## src/rtl/cfg_keybank_pkg.sv

```systemverilog
package cfg_keybank_pkg;
  localparam logic [31:0] KICK_KEY_A = 32'h83E7_0B13;
  localparam logic [31:0] KICK_KEY_B = 32'h95A4_F1E0;
  localparam logic [31:0] LOCK_KEY   = 32'h0F0A_0B00;

  typedef enum logic [1:0] {KS_LOCKED, KS_HALF, KS_OPEN} kick_state_e;

  // Next state of the global unlock sequencer
  function automatic kick_state_e kick_next(kick_state_e s, logic wr_a, logic wr_b,
                                            logic [31:0] d);
    kick_state_e n;
    n = s;
    if (wr_a) begin
      if (d != KICK_KEY_A)   n = KS_LOCKED;
      else if (s != KS_OPEN) n = KS_HALF;
    end else if (wr_b && s == KS_HALF) begin
      n = (d == KICK_KEY_B) ? KS_OPEN : KS_LOCKED;
    end
    return n;
  endfunction

  // Write-once merge: frozen bits keep their value once a write has landed
  function automatic logic [31:0] wo_merge(logic [31:0] cur, logic [31:0] d,
                                           logic [31:0] mask, logic done);
    logic [31:0] frz;
    frz = mask & {32{done}};
    return (cur & frz) | (d & ~frz);
  endfunction
endpackage

```

## src/rtl/cfg_kick_seq.sv

```systemverilog
module cfg_kick_seq
  import cfg_keybank_pkg::*;
(
  input  logic        clk,
  input  logic        rst_n,
  input  logic        wr_a,
  input  logic        wr_b,
  input  logic [31:0] wdata,
  output logic        open_o
);
  kick_state_e st;

  always_ff @(posedge clk) begin
    if (!rst_n) st <= KS_LOCKED;
    else        st <= kick_next(st, wr_a, wr_b, wdata);
  end

  assign open_o = (st == KS_OPEN);
endmodule

```

## src/rtl/cfg_dev_field.sv

```systemverilog
module cfg_dev_field #(
  parameter int FW       = 2,
  parameter int EN_CODE  = 1,
  parameter int DIS_CODE = 0,
  parameter bit NODIS    = 1'b0
) (
  input  logic          clk,
  input  logic          rst_n,
  input  logic          wr,
  input  logic [FW-1:0] wfield,
  output logic [FW-1:0] q,
  output logic          en
);
  localparam logic [FW-1:0] ENC = FW'(EN_CODE);
  localparam logic [FW-1:0] DSC = FW'(DIS_CODE);

  function automatic logic [FW-1:0] field_next(logic [FW-1:0] cur, logic [FW-1:0] d);
    return (NODIS && d == DSC) ? cur : d;
  endfunction

  always_ff @(posedge clk) begin
    if (!rst_n)  q <= DSC;
    else if (wr) q <= field_next(q, wfield);
  end

  assign en = (q == ENC);
endmodule

```

## src/rtl/cfg_wo_reg.sv

```systemverilog
module cfg_wo_reg
  import cfg_keybank_pkg::*;
#(
  parameter logic [31:0] WO_MASK = 32'h0000_FF00
) (
  input  logic        clk,
  input  logic        rst_n,
  input  logic        wr,
  input  logic [31:0] d,
  output logic [31:0] q,
  output logic        done
);
  always_ff @(posedge clk) begin
    if (!rst_n) begin
      q    <= '0;
      done <= 1'b0;
    end else if (wr) begin
      q    <= wo_merge(q, d, WO_MASK, done);
      done <= 1'b1;
    end
  end
endmodule

```

## src/rtl/cfg_keybank.sv

```systemverilog
module cfg_keybank
  import cfg_keybank_pkg::*;
#(
  parameter int          ADDR_W       = 3,
  parameter int          NDEV         = 12,
  parameter int          FW           = 2,
  parameter int          EN_CODE      = 1,
  parameter int          DIS_CODE     = 0,
  parameter logic [11:0] NODIS_MASK   = 12'h800,
  parameter logic [31:0] WO_MASK      = 32'h0000_FF00,
  parameter logic [31:0] ETH_RST_MASK = 32'h0004_0000,
  parameter logic [3:0]  REV          = 4'h3
) (
  input  logic              clk,
  input  logic              rst_n,
  input  logic              bus_we,
  input  logic [ADDR_W-1:0] bus_addr,
  input  logic [31:0]       bus_wdata,
  output logic [31:0]       bus_rdata,
  input  logic [27:0]       strap_stat,
  output logic [NDEV-1:0]   dev_en,
  output logic [31:0]       wo_cfg,
  output logic [31:0]       eth_rst
);
  localparam int CTL_W = NDEV * FW;
  localparam logic [ADDR_W-1:0] A_STAT  = ADDR_W'(0);
  localparam logic [ADDR_W-1:0] A_KICKA = ADDR_W'(1);
  localparam logic [ADDR_W-1:0] A_KICKB = ADDR_W'(2);
  localparam logic [ADDR_W-1:0] A_LOCK  = ADDR_W'(3);
  localparam logic [ADDR_W-1:0] A_CTL   = ADDR_W'(4);
  localparam logic [ADDR_W-1:0] A_WO    = ADDR_W'(5);
  localparam logic [ADDR_W-1:0] A_ETH   = ADDR_W'(6);

  // Named internal events for the checker
  logic             kick_open;
  logic             wr_ok;
  logic             wr_blocked;
  logic             ctl_wr;
  logic             wo_done;
  logic [31:0]      lock_q;
  logic [CTL_W-1:0] ctl_q;
  logic [31:0]      ctl_rd;
  logic [31:0]      wo_q;
  logic [31:0]      eth_q;

  cfg_kick_seq u_kick (
    .clk    (clk),
    .rst_n  (rst_n),
    .wr_a   (bus_we && bus_addr == A_KICKA),
    .wr_b   (bus_we && bus_addr == A_KICKB),
    .wdata  (bus_wdata),
    .open_o (kick_open)
  );

  assign wr_ok      = bus_we && kick_open;
  assign wr_blocked = bus_we && !kick_open && bus_addr != A_KICKA && bus_addr != A_KICKB;
  assign ctl_wr     = wr_ok && bus_addr == A_CTL && lock_q == LOCK_KEY;

  always_ff @(posedge clk) begin
    if (!rst_n) begin
      lock_q <= '0;
      eth_q  <= '0;
    end else if (wr_ok) begin
      if (bus_addr == A_LOCK) lock_q <= bus_wdata;
      if (bus_addr == A_ETH)  eth_q  <= bus_wdata & ETH_RST_MASK;
    end
  end

  for (genvar i = 0; i < NDEV; i++) begin : g_dev
    cfg_dev_field #(
      .FW(FW), .EN_CODE(EN_CODE), .DIS_CODE(DIS_CODE), .NODIS(NODIS_MASK[i])
    ) u_fld (
      .clk    (clk),
      .rst_n  (rst_n),
      .wr     (ctl_wr),
      .wfield (bus_wdata[i*FW +: FW]),
      .q      (ctl_q[i*FW +: FW]),
      .en     (dev_en[i])
    );
  end

  cfg_wo_reg #(.WO_MASK(WO_MASK)) u_wo (
    .clk   (clk),
    .rst_n (rst_n),
    .wr    (wr_ok && bus_addr == A_WO),
    .d     (bus_wdata),
    .q     (wo_q),
    .done  (wo_done)
  );

  always_comb begin
    ctl_rd = '0;
    ctl_rd[CTL_W-1:0] = ctl_q;
  end

  always_comb begin
    case (bus_addr)
      A_STAT:  bus_rdata = {REV, strap_stat};
      A_KICKB: bus_rdata = {31'b0, kick_open};
      A_LOCK:  bus_rdata = lock_q;
      A_CTL:   bus_rdata = ctl_rd;
      A_WO:    bus_rdata = wo_q;
      A_ETH:   bus_rdata = eth_q;
      default: bus_rdata = '0;
    endcase
  end

  assign wo_cfg  = wo_q;
  assign eth_rst = eth_q;
endmodule

```

## config.mk

```make
export PLATFORM = sky130hd
export DESIGN_NAME = cfg_keybank
export DESIGN_NICKNAME = d
export VERILOG_FILES = /design/src/rtl/cfg_keybank_pkg.sv /design/src/rtl/cfg_kick_seq.sv /design/src/rtl/cfg_dev_field.sv /design/src/rtl/cfg_wo_reg.sv /design/src/rtl/cfg_keybank.sv
export SDC_FILE = /design/constraint.sdc
export NUM_CORES = 1
export LEC_CHECK = 0
export BUFFER_PORTS_ARGS = -buffer_cell sky130_fd_sc_hd__buf_4
export CAP_MARGIN = 0
export CORE_AREA = 2 2 100 102
export DETAILED_ROUTE_END_ITERATION = 10
export DIE_AREA = 0 0 102 104
export PLACE_DENSITY = 0.85
export SLEW_MARGIN = 10
export SYNTH_ARGS = -nofsm -noshare
export SYNTH_HDL_FRONTEND = slang
export SYNTH_SLANG_ARGS = --single-unit
```

## constraint.sdc

```tcl
create_clock -name clk -period 2.5 [get_ports clk]
set_clock_uncertainty 0.1 [all_clocks]
set_input_delay 0.375 -clock clk [delete_from_list [all_inputs] [get_ports clk]]
set_output_delay 0.375 -clock clk [all_outputs]
set_load 0.01 [all_outputs]
```

==> summary.md, run 1 <==
The flow ran to the end, and the final reports show no timing, DRC or antenna violations. Using the TritonRoute via totals, the vias-per-cell ratio works out to 5.95. Once the clock tree was built, the resizer swapped 0 gates to a different size. Summing the sequential cell areas from Yosys gives 35.9% of the chip area. Clock latency on the worst-skew pair, taken at its later pin, is 0.36 ns. The share of the clock period used by the worst path after layout was 85.3%.

The post-placement cell area is 6050 um2. After synthesis, the largest family of logic cells by area is simple AND/OR/NAND/NOR gates. The clock passes through at most 2 buffers. The number of cells on the worst hold path is 3, and the number of detailed-route iterations in the first pass is 5.

The fraction of layout cells with a size suffix above 1 is 24.4%. The upper clock frequency limit was 469 MHz; the number of DRC violations after detailed-routing iteration 0 was 476. The run gives 11700 um as the total half-perimeter wirelength after legalization and detailed placement. The tools report the final number of max-transition violations as 0. The average instance in the mapped netlist occupies 7.57 um2. By count the netlist is led by sky130_fd_sc_hd__nand2_1, sky130_fd_sc_hd__a21oi_1, sky130_fd_sc_hd__dfxtp_1. Hold is met by 0.170 ns. The startpoint identified for the worst register-to-register timing path is u_kick.st[1]. The global-route wire length before repair was 26200 um.

Yosys printed 0 warnings. STA puts the critical path data arrival time at 1.66 ns. Once layout is done, the placed cells without fillers occupy 6270 um2. Adding up every negative setup slack in the final design gives 0 ns. Routability-driven placement finished with a final weighted congestion of 0.901.

Counting cells, the worst reg-to-reg path comes to 5. The tools report the via count of the first global-routing pass as 5117. The most frequently used cell type in the post-synthesis netlist was sky130_fd_sc_hd__nand2_1. The run gives 0 as the number of antenna violations at the first check in global routing.

The capturing element type of the critical path is a primary output. Max-cap violations in this run came to 0. From bottom edge to top edge, the die measures 104 um. CTS root buffer: sky130_fd_sc_hd__clkbuf_8. In this run the remaining antenna-violating nets after routing total 0.

The die is 102 um wide. Count of buffers added by post-CTS timing repair for setup: 0. Detailed routing placed a total of 1680 um of wire on met3. Setup repair after global routing left no endpoint under its margin. Entering global routing, the biggest net connects 40 pins. The number of enable flip-flop cells after synthesis is 0, and the diode insertion count for antenna repair is 0.

The library cell with the largest summed area after synthesis is sky130_fd_sc_hd__dfxtp_1. CTS saw 92 sinks. The final route contains 5500 vias. Clock tree synthesis inserted a total of 9 buffers. The cell area power density was 464 nW/um2; the maximum vdd ir drop was 0.243 mV.

The initial utilization of the core area, before any placement, comes to 53.7%. The netlist uses 45 different library cells. The tools report the startpoint of the most critical hold path as bus_wdata[30]. The routed length per placed instance came out at 18.4 um. In the synthesized netlist the async set-or-reset flop fraction comes to 0%.

The die covers 10600 um2. STA classifies the critical path startpoint as a primary input. Summing the areas of all compound-gate instances in the mapped netlist gives 20.2% of the synthesized area. Wires add up to 17000 um. The most common flop cell mapped by yosys was sky130_fd_sc_hd__dfxtp_1.

Summed over all layers, the global routing overflow is 0. The tools report the static leakage power as 2.45 nW. From synthesis to final layout, the design area changed by 22.3%. After synthesis the netlist holds a flip-flop and latch count of 92. Setup violations remaining at the end of the flow were counted as 0. Global routing used 31.3% of the available tracks. The startpoint-to-endpoint class of the critical path is primary input to primary output.

In this run the tool buffered the top-level ports with 142 buffer cells. For this run, design rule violations remaining after detail routing come to 0. The worst endpoint required time is 2.03 ns, and the area fraction of the dominant cell type after synthesis is 35.9%. The area of the core is 9550 um2. Ranked by total cell area, the synthesized netlist is headed by sky130_fd_sc_hd__dfxtp_1, sky130_fd_sc_hd__nand2_1, sky130_fd_sc_hd__a21oi_1, sky130_fd_sc_hd__buf_4, sky130_fd_sc_hd__mux2i_1. The clock slew seen by the registers of the worst setup and hold paths was 0.09 ns. The boundary pin count came out at 174. The top metal layer carrying routed signals is met4. The detailed router put a total of 6840 um of wire on met1. TritonCTS built the clock tree. The post-synthesis xor/xnor area fraction is 0%. The clock period could shrink to 2.13 ns.

The H-tree was split into 3 levels. The portion of synthesized area spent on multiplexers is 4.69%. In this run the tightest slew margin relative to its limit is 65.2%.

In this run the worst setup path begins at bus_addr[2]. For this run, the post-layout net count is 853. The cell area that synthesis handed to floorplanning was 5130 um2. Buffers inserted to repair hold after CTS numbered 0.

After Yosys synthesis, full adders, half adders and majority gates account for 0% of the synthesized area. Along the worst path, the maximum fanout reaches 24. The synthesized netlist devotes 26.9% of its cell area to simple gates. The tools report the hold violation total from the final report as 0.

For the pin with the worst max-slew slack, the measured transition is 0.515 ns. The kind of path behind the tightest hold check is primary input to flop. Row generation in the floorplan step produced 36 rows. Synthesis produced a netlist whose cell count is 677.

Wire segments on met2 add up to 8090 um in the final route.
-- per-stage QoR --
step / power [W] / instances / utilization, % / setup slack (ns)
after floorplan: 0.00168 / 707 / - / 0.658
after global placement: 0.00181 / 909 / 63.4 / 0.400
after detailed placement: 0.00182 / 909 / 63.4 / 0.369
after CTS: 0.00291 / 925 / 65.7 / 0.371
after global routing: 0.00299 / 925 / 65.7 / 0.268
final: 0.00291 / 925 / 65.7 / 0.367
-- power breakdown --
group          internal [W]  switching [W]  total [W]
registers           0.00146    0.000000650    0.00146
clock network      0.000590       0.000528    0.00112
logic              0.000133       0.000193   0.000326
total               0.00219       0.000721    0.00291
-- state kept, by name, indices dropped and copies added, names as in the netlist, named ones only --
register / flops
g_dev.u_fld.q: 24
u_wo.done: 1
lock_q: 32
eth_rst: 1
u_wo.q: 24
u_kick.st: 2
-- routing by layer --
layer,track usage (%),up-vias
met2,51.6,351
met4,10.8,0
met5,0,-
li1,-,2515
met3,4.91,52
met1,41.5,2582
-- cells by family after synthesis --
family,count (synthesis)
compound gates,188
simple gates,272
other cells,1
mux,24
flops,92
buf+inv,100
-- worst max-delay path, cell delays in order --
cell                      delay, ns
sky130_fd_sc_hd__buf_4         0.31
sky130_fd_sc_hd__buf_12        0.22
sky130_fd_sc_hd__mux2i_1       0.23
sky130_fd_sc_hd__nor2_1        0.05
sky130_fd_sc_hd__a21oi_1       0.16
sky130_fd_sc_hd__o21ai_0       0.12
sky130_fd_sc_hd__buf_4         0.17
-- cell usage in the layout, fill, tap and decap left out, types with 8 or more instances in the layout --
master / netlist / final
sky130_fd_sc_hd__o31ai_1: 22 / 22
sky130_fd_sc_hd__nand2_1: 152 / 152
sky130_fd_sc_hd__conb_1: 1 / 31
sky130_fd_sc_hd__a21oi_1: 112 / 112
sky130_fd_sc_hd__nand4_1: 24 / 24
sky130_fd_sc_hd__nor2_1: 25 / 25
sky130_fd_sc_hd__o21ai_0: 36 / 36
sky130_fd_sc_hd__dfxtp_1: 92 / 92
sky130_fd_sc_hd__mux2i_1: 24 / 24
sky130_fd_sc_hd__buf_4: 56 / 166
sky130_fd_sc_hd__nor2b_1: 22 / 22
sky130_fd_sc_hd__clkbuf_8: 0 / 10
sky130_fd_sc_hd__a22oi_1: 8 / 8
-- path summary, 6_finish.rpt --
check,end,slack [ns]
hold / removal,u_wo.q[30],0.17
setup reg to reg,u_wo.q[18],0.61
hold reg to reg,g_dev[11].u_fld.q[1],0.37
setup / recovery,bus_rdata[13],0.37
-- area by class of cell --
type	instances	area (um2)
clock buffers	12	145
clock inverters	4	72.6
fillers	849	3280
inverters	2	7.51
multi-input cells	515	2770
flip-flops and latches	92	1840
well taps	133	166
repair buffers	167	1270
No activity file was read; power rests on OpenSTA's default activity.
==> run 2, diff against run 1 <==
--- a/config.mk
+++ b/config.mk
@@ -7,10 +7,10 @@
 export LEC_CHECK = 0
 export BUFFER_PORTS_ARGS = -buffer_cell sky130_fd_sc_hd__buf_4
 export CAP_MARGIN = 0
-export CORE_AREA = 2 2 100 102
+export CORE_AREA = 2 2 109 111
 export DETAILED_ROUTE_END_ITERATION = 10
-export DIE_AREA = 0 0 102 104
-export PLACE_DENSITY = 0.85
+export DIE_AREA = 0 0 111 113
+export PLACE_DENSITY = 0.73
 export SLEW_MARGIN = 10
 export SYNTH_ARGS = -nofsm -noshare
 export SYNTH_HDL_FRONTEND = slang
==> run 2 against run 1 <==
Clock power rose by 13%. Non-clock buffer count did not move. Total power rose by 4.9%. Combinational power fell by 2%. Design area rose by 1.0%. Sequential share of layout area fell by 0.30 points. Highest routed layer unchanged. Clock-buffer cell count rose by 1. Cell count rose by 0.97%. Hold slack improved by 0.029 ns.
==> summary.md, run 2 (same netlist as run 1, synthesis figures left out) <==
The per-cell via count in the routed design is 5.81 (was 5.95), and the slew at the pin with the worst max-slew slack is 0.559 ns (was 0.515 ns). Startpoint-to-endpoint class of the critical path: primary input to primary output (unchanged). The aggregate global routing overflow came out at 0 (unchanged). The starting density of the core is 45.5% (was 53.7%), and the total negative slack is 0 ns (unchanged).

For the total placed cells including tap cells, the log shows 919 (was 909). Share of the clock period used by the worst path after layout: 87.0% (was 85.3%). The tools report the final count of negative-setup-slack endpoints as 0 (unchanged). The diode insertion count for antenna repair is 0 (unchanged), and the weighted congestion reported at the end of routability-driven placement is 0.887 (was 0.901). The H-tree depth reported by CTS was 3 (unchanged); the global-route wire length before repair was 26900 um (was 26200 um). The cts-stage hold buffer count was 0 (unchanged); the upper clock frequency limit was 460 MHz (was 469 MHz).

The run gives 12500 um2 (was 10600 um2) as the die area. The endpoint arrival time on the critical path is 1.70 ns (was 1.66 ns). The clock latency of the later-clocked register in the worst-skew pair was 0.34 ns (was 0.36 ns). The peak fanout along the critical path works out to 23 (was 24). For the portion of total power attributed to the clock network, the log shows 41.5% (was 38.4%).

For the maximum vdd ir drop, the log shows 0.354 mV (was 0.243 mV). For the sink count of the clock tree, the log shows 92 (unchanged). The fraction of layout cells with a size suffix above 1 works out to 24.3% (was 24.4%). The part of the power in registers was 48.1% (was 50.4%). Most frequent cells in the layout: sky130_fd_sc_hd__buf_4, sky130_fd_sc_hd__nand2_1, sky130_fd_sc_hd__a21oi_1 (unchanged). Setup repair after global routing left no endpoint under its margin.

The total half-perimeter wirelength after legalization and detailed placement came out at 11900 um (was 11700 um). The tools report the static leakage power as 2.48 nW (was 2.45 nW). The net switching component of the power was 0.000734 W (was 0.000721 W); the cell area power density was 482 nW/um2 (was 464 nW/um2). The horizontal extent of the die is 111 um (was 102 um). The number of DRC violations after detailed-routing iteration 0 is 352 (was 476), and the final number of max-transition violations is 0 (unchanged). The via total after detailed routing came out at 5430 (was 5500).

The combinational group share of total power is 10.4% (was 11.2%). The kind of path behind the tightest hold check was primary input to flop (unchanged). For the final antenna-violating net count, the log shows 0 (unchanged). Top Registers: lock_q x32, g_dev.u_fld.q x24, u_wo.q x24 (unchanged). The capturing element type of the critical path was a primary output (unchanged). Number of buffer cells added on primary ports: 142 (unchanged). The tools report the detailed-route DRC error count as 0 (unchanged). The run finished with clean final reports.

The worst endpoint required time came out at 2.03 ns (about the same). The run gives 5219 (was 5117) as the via count of the first global-routing pass. The tools report the number of antenna violations at the first check in global routing as 0 (unchanged). The normalized max-slew margin is 62.7% (was 65.2%), and the die outline height is 113 um (was 104 um). The cell-internal power is 0.00232 W (was 0.00219 W), and the fraction of power spent switching nets is 24.0% (was 24.8%).

The number of maximum-capacitance constraint violations came out at 0 (unchanged). The number of detailed-route iterations in the first pass was 6 (was 5). Cell type of the slowest stage on the worst timing path: sky130_fd_sc_hd__buf_4 (unchanged).

The tools report the count of placed standard cells in the final layout, fillers left out as 934 (was 925). The area growth from synthesis to layout works out to 23.6% (was 22.3%). The routed length per placed instance was 18.1 um (was 18.4 um). TritonCTS built the clock tree. Most prevalent standard cell on the critical path: sky130_fd_sc_hd__buf_4 (unchanged). The boundary pin count came out at 174 (unchanged). The post-route minimum period is 2.18 ns (was 2.13 ns). The tools report the total number of placement rows as 39 (was 36). The run gives 16900 um (was 17000 um) as the routed wire length. The clock slew seen by the registers of the worst setup and hold paths was 0.06 ns (was 0.09 ns); the count of nets after finishing was 853 (unchanged). The number of buffers inserted during clock tree synthesis is 9 (unchanged), and the count of fill cells added during filler insertion is 1014 (was 849). Most common library cell in the layout ignoring fill and taps: sky130_fd_sc_hd__buf_4 (unchanged).

The number of buffers on the longest clock path is 2 (unchanged), and the total global routing track utilization is 26.3% (was 31.3%). The tools report the area of the core as 11300 um2 (was 9550 um2). Cell breakdown of the critical path: buf_4, and2_1, buf_4, a21oi_1, o21ai_0, buf_4 (was buf_4, buf_12, mux2i_1, nor2_1, a21oi_1, o21ai_0, buf_4).

The count of buffers added by post-CTS timing repair for setup is 0 (unchanged). The tools report the critical path startpoint category as a primary input (unchanged). For the count of cells resized by post-cts repair, the log shows 0 (unchanged). The worst hold slack after final layout was 0.199 ns (was 0.170 ns). The hold violation total from the final report was 0 (unchanged).

The register with the highest flop count was lock_q (unchanged). The CTS root buffer is sky130_fd_sc_hd__clkbuf_16 (was sky130_fd_sc_hd__clkbuf_8). The peak per-stage delay on the critical path was 0.33 ns (was 0.31 ns). The run gives 44 (was 40) as the pin count of the biggest net entering global routing. The flip-flop count of the largest register, all copies and words added is 32 (unchanged).
## run 2: changes by cell type in the layout (fill, tap and decap cells not counted)
| cell | before | now |
|---|---|---|
| sky130_fd_sc_hd__bufinv_16 | 2 | 0 |
| sky130_fd_sc_hd__clkbuf_16 | 0 | 9 |
| sky130_fd_sc_hd__clkbuf_8 | 10 | 2 |
| sky130_fd_sc_hd__clkinv_2 | 1 | 2 |
| sky130_fd_sc_hd__clkinvlp_4 | 1 | 0 |
## run 2: routing by layer
layer	up-vias	track usage, %	routed length (um)
met4	0	10.9	468
li1	2520	-	-
met1	2545	33.5	6910
met5	-	0	0
met3	41	4.77	1510
met2	324	44.2	8030
## run 2: stage by stage
step                      util (%)  setup WS (ns)  cell area, um2  total power (W)
after floorplan                  -          0.658            5240          0.00168
after global placement        53.8          0.338            6070          0.00181
after detailed placement      53.8          0.334            6070          0.00181
after CTS                     56.2          0.343            6340          0.00306
after global routing          56.2          0.207            6340          0.00316
final                         56.2          0.325            6340          0.00305
## run 2: worst paths after layout
path                 start             to  slack (ns)  depth (start not counted)
max reg2reg   u_kick.st[1]     lock_q[10]        0.60                          5
min reg2reg     u_wo.q[24]     u_wo.q[24]        0.37                          2
min          bus_wdata[24]     u_wo.q[24]        0.20                          3
max            bus_addr[2]  bus_rdata[13]        0.32                          6
## run 2: critical path: cells and delay by family
| kind | cells | cell delay [ns] |
|---|---|---|
| and+or+nand+nor | 1 | 0.19 |
| buffers and inverters | 3 | 0.76 |
| AOI/OAI and AO/OA | 2 | 0.35 |
## run 2: area by class of cell
type	instances	area [um2]	area share [%]
clock buffers	13	260	4.11
clock inverters	2	10.0	0.158
inverters	2	7.51	0.118
multi-input cells	515	2770	43.8
flip-flops and latches	92	1840	29.1
well taps	143	179	2.82
repair buffers	167	1270	20.0
## run 2: power by group through the flow
stage          clock network [W]  logic [W]  registers (W)
2_1_floorplan                  0   0.000177        0.00150
3_3_place_gp                   0   0.000309        0.00150
3_5_place_dp                   0   0.000313        0.00150
4_1_cts                  0.00128   0.000314        0.00147
5_1_grt                  0.00135   0.000340        0.00147
6_report                 0.00127   0.000318        0.00147
==> run 3, diff against run 2 <==
--- a/config.mk
+++ b/config.mk
@@ -5,7 +5,7 @@
 export SDC_FILE = /design/constraint.sdc
 export NUM_CORES = 1
 export LEC_CHECK = 0
-export BUFFER_PORTS_ARGS = -buffer_cell sky130_fd_sc_hd__buf_4
+export BUFFER_PORTS_ARGS = -buffer_cell sky130_fd_sc_hd__buf_2
 export CAP_MARGIN = 0
 export CORE_AREA = 2 2 109 111
 export DETAILED_ROUTE_END_ITERATION = 10
==> run 3 against run 2 <==
Via count shrank 2.0%. Routed wire length about the same. Clock power is 18% higher. Maximum frequency fell by 0.22%. Design area down 3.9%. Sequential share of layout area grew 1.2 points. Combinational power down 8.5%. Hold slack lost 0.0043 ns. Critical endpoint is now bus_rdata[16]. Largest cell class unchanged.
==> summary.md, run 3 (same netlist as run 1, synthesis figures left out) <==
For the die area, the log shows 12500 um2 (unchanged). The fraction of layout cells with a size suffix above 1 was 25.0% (was 24.3%). TritonCTS built the clock tree.

For the weighted congestion reported at the end of routability-driven placement, the log shows 0.848 (was 0.887). The per-cell via count in the routed design works out to 5.67 (was 5.81). The cell area power density was 534 nW/um2 (was 482 nW/um2).

The logs give 0 (unchanged) for the aggregate global routing overflow and 1132 (was 1014) for the count of fill cells added during filler insertion. For the area of the core, the log shows 11300 um2 (unchanged). Origin of the critical flop-to-flop path: u_kick.st[1] (unchanged). The total negative slack is 0 ns (unchanged), and the final count of negative-setup-slack endpoints is 0 (unchanged). The count of buffers added by post-CTS timing repair for setup was 0 (unchanged). The capturing element type of the critical path was a primary output (unchanged).

Top Registers: lock_q x32, g_dev.u_fld.q x24, u_wo.q x24 (unchanged). The number of maximum-capacitance constraint violations is 0 (unchanged), and the final antenna-violating net count is 0 (unchanged). Cell type of the slowest stage on the worst timing path: sky130_fd_sc_hd__buf_2 (was sky130_fd_sc_hd__buf_4). The via count of the first global-routing pass was 4865 (was 5219); the H-tree depth reported by CTS was 3 (unchanged). For the total global routing track utilization, the log shows 26.1% (was 26.3%).

The startpoint-to-endpoint class of the critical path is primary input to primary output (unchanged). The sum of buffers and inverters on the critical path was 3 (unchanged); the share of the clock period used by the worst path after layout was 87.2% (was 87.0%). The boundary pin count is 174 (unchanged), and the peak fanout along the critical path is 23 (unchanged). Count of cells resized by post-cts repair: 0 (unchanged). The logs give 0.286 mV (was 0.354 mV) for the maximum vdd ir drop and 0.195 ns (was 0.199 ns) for the worst hold slack after final layout.

The tools report the number of buffers inserted during clock tree synthesis as 9 (unchanged). The peak per-stage delay on the critical path was 0.36 ns (was 0.33 ns). The sink count of the clock tree was 92 (unchanged).

For the via total after detailed routing, the log shows 5320 (was 5430). The count of nets after finishing is 857 (was 853). The run gives 0 (unchanged) as the hold violation total from the final report.

The tools report the number of antenna violations at the first check in global routing as 0 (unchanged). The detailed-route DRC error count was 0 (unchanged); the routed length per placed instance was 18.0 um (was 18.1 um). The global-route wire length before repair was 26300 um (was 26900 um).

Cell breakdown of the critical path: buf_2, and2_1, nor2b_1, buf_4, nand2_1, o21ai_0, buf_2 (was buf_4, and2_1, buf_4, a21oi_1, o21ai_0, buf_4). The tools report the static leakage power as 2.47 nW (was 2.48 nW). For the upper clock frequency limit, the log shows 459 MHz (was 460 MHz). The most common library cell in the layout ignoring fill and taps was sky130_fd_sc_hd__nand2_1 (was sky130_fd_sc_hd__buf_4). The routed wire length came out at 16900 um (about the same). The run finished with clean final reports. The number of buffer cells added on primary ports was 142 (unchanged). The clock slew seen by the registers of the worst setup and hold paths was 0.06 ns (about the same); the endpoint arrival time on the critical path was 1.71 ns (was 1.70 ns). The tools report the number of detailed-route iterations in the first pass as 6 (unchanged). The run gives 0 (unchanged) as the cts-stage hold buffer count. Setup repair after global routing left no endpoint under its margin. The number of cells on the worst hold path works out to 3 (unchanged).

Most frequent cells in the layout: sky130_fd_sc_hd__nand2_1, sky130_fd_sc_hd__buf_2, sky130_fd_sc_hd__a21oi_1 (was sky130_fd_sc_hd__buf_4, sky130_fd_sc_hd__nand2_1, sky130_fd_sc_hd__a21oi_1). The endpoint with the worst hold slack is lock_q[29] (was u_wo.q[24]). The total placed cells including tap cells is 923 (was 919).

The run gives 39 (unchanged) as the total number of placement rows. The kind of path behind the tightest hold check is primary input to flop (unchanged). For the starting density of the core, the log shows 45.5% (unchanged).

The logs give 2 (unchanged) for the number of buffers on the longest clock path and 2.03 ns (about the same) for the worst endpoint required time. The post-route minimum period was 2.18 ns (about the same); the horizontal extent of the die was 111 um (unchanged). The number of cell instances on the worst register-to-register path was 5 (unchanged). The tools report the critical path startpoint category as a primary input (unchanged). The register with the highest flop count is lock_q (unchanged).

The area growth from synthesis to layout is 18.8% (was 23.6%). The total half-perimeter wirelength after legalization and detailed placement came out at 11800 um (was 11900 um). The endpoint of the worst-slack reg-to-reg timing path is lock_q[17] (was lock_q[10]).

Slew at the pin with the worst max-slew slack: 0.736 ns (was 0.559 ns). The most prevalent standard cell on the critical path was sky130_fd_sc_hd__buf_2 (was sky130_fd_sc_hd__buf_4). The cell type group with the largest total delay on the critical path was buffers and inverters (unchanged). CTS root buffer: sky130_fd_sc_hd__clkbuf_16 (unchanged).

The diode insertion count for antenna repair was 0 (unchanged). The count of placed standard cells in the final layout, fillers left out was 939 (was 934). The die outline height was 113 um (unchanged); the flip-flop count of the largest register, all copies and words added was 32 (unchanged). Normalized max-slew margin: 50.8% (was 62.7%).

The final number of max-transition violations came out at 0 (unchanged). The tools report the number of DRC violations after detailed-routing iteration 0 as 504 (was 352). Startpoint of the most critical hold path: bus_wdata[29] (was bus_wdata[24]). The tools report the clock latency of the later-clocked register in the worst-skew pair as 0.34 ns (about the same). Reg2reg setup slack: 0.56 ns (was 0.60 ns).

The tools report the pin count of the biggest net entering global routing as 41 (was 44).
run 3: changes by cell type in the layout (fill, tap and decap cells not counted), sizes merged:
cell,previous run,this run
clkinvlp,0,3
bufinv,0,2
clkbuf,13,10
buf,167,171
clkinv,2,1
run 3: worst max path at each step:
stage / from / to / slack (ns) / cells past startpoint
floorplan: bus_addr[2] / bus_rdata[10] / 0.66 / 5
global placement: bus_addr[1] / bus_rdata[18] / 0.37 / 6
detailed placement: bus_addr[1] / lock_q[25] / 0.33 / 7
CTS: bus_addr[1] / bus_rdata[6] / 0.35 / 7
global route: bus_addr[1] / bus_rdata[16] / 0.21 / 7
finish: bus_addr[1] / bus_rdata[16] / 0.32 / 7
run 3: area by class of cell:
| class | count | area, um2 | area share [%] |
|---|---|---|---|
| multi-input combinational | 515 | 2770 | 45.5 |
| inverter | 2 | 7.51 | 0.123 |
| tap | 143 | 179 | 2.94 |
| clock buffer | 10 | 239 | 3.92 |
| clock inverter | 6 | 87.6 | 1.44 |
| timing repair buffer | 171 | 966 | 15.9 |
| sequential | 92 | 1840 | 30.2 |
run 3: through the flow:
step	util, %	cell area (um2)	power [W]	setup WS (ns)
final	54.1	6090	0.00326	0.320
after global routing	54.1	6090	0.00335	0.207
after CTS	54.1	6090	0.00325	0.347
after detailed placement	51.2	5770	0.00178	0.328
after global placement	51.2	5770	0.00178	0.374
after floorplan	-	5240	0.00168	0.658
run 3: routing by layer:
metal / vias up / part of all wire, % / GRT usage, % / wire length [um]
li1: 2532 / - / - / -
met1: 2496 / 42 / 34.7 / 7180
met2: 253 / 47 / 43.5 / 8000
met3: 39 / 7.9 / 4.02 / 1340
met4: 0 / 2.5 / 9.17 / 419
met5: - / 0 / 0 / 0
run 3: tightest hold or removal path: cells and delay by family:
kind / cells / cell delay, ns
compound gates: 1 / 0.05
simple gates: 1 / 0.05
buf+inv: 1 / 0.11
run 3: power breakdown:
part / switching (W) / total, W / internal, W / leakage (nW)
Sequential: 0.000000667 / 0.00147 / 0.00147 / 0.741
Combinational: 0.000190 / 0.000291 / 0.000101 / 1.58
Clock: 0.000597 / 0.00150 / 0.000902 / 0.151
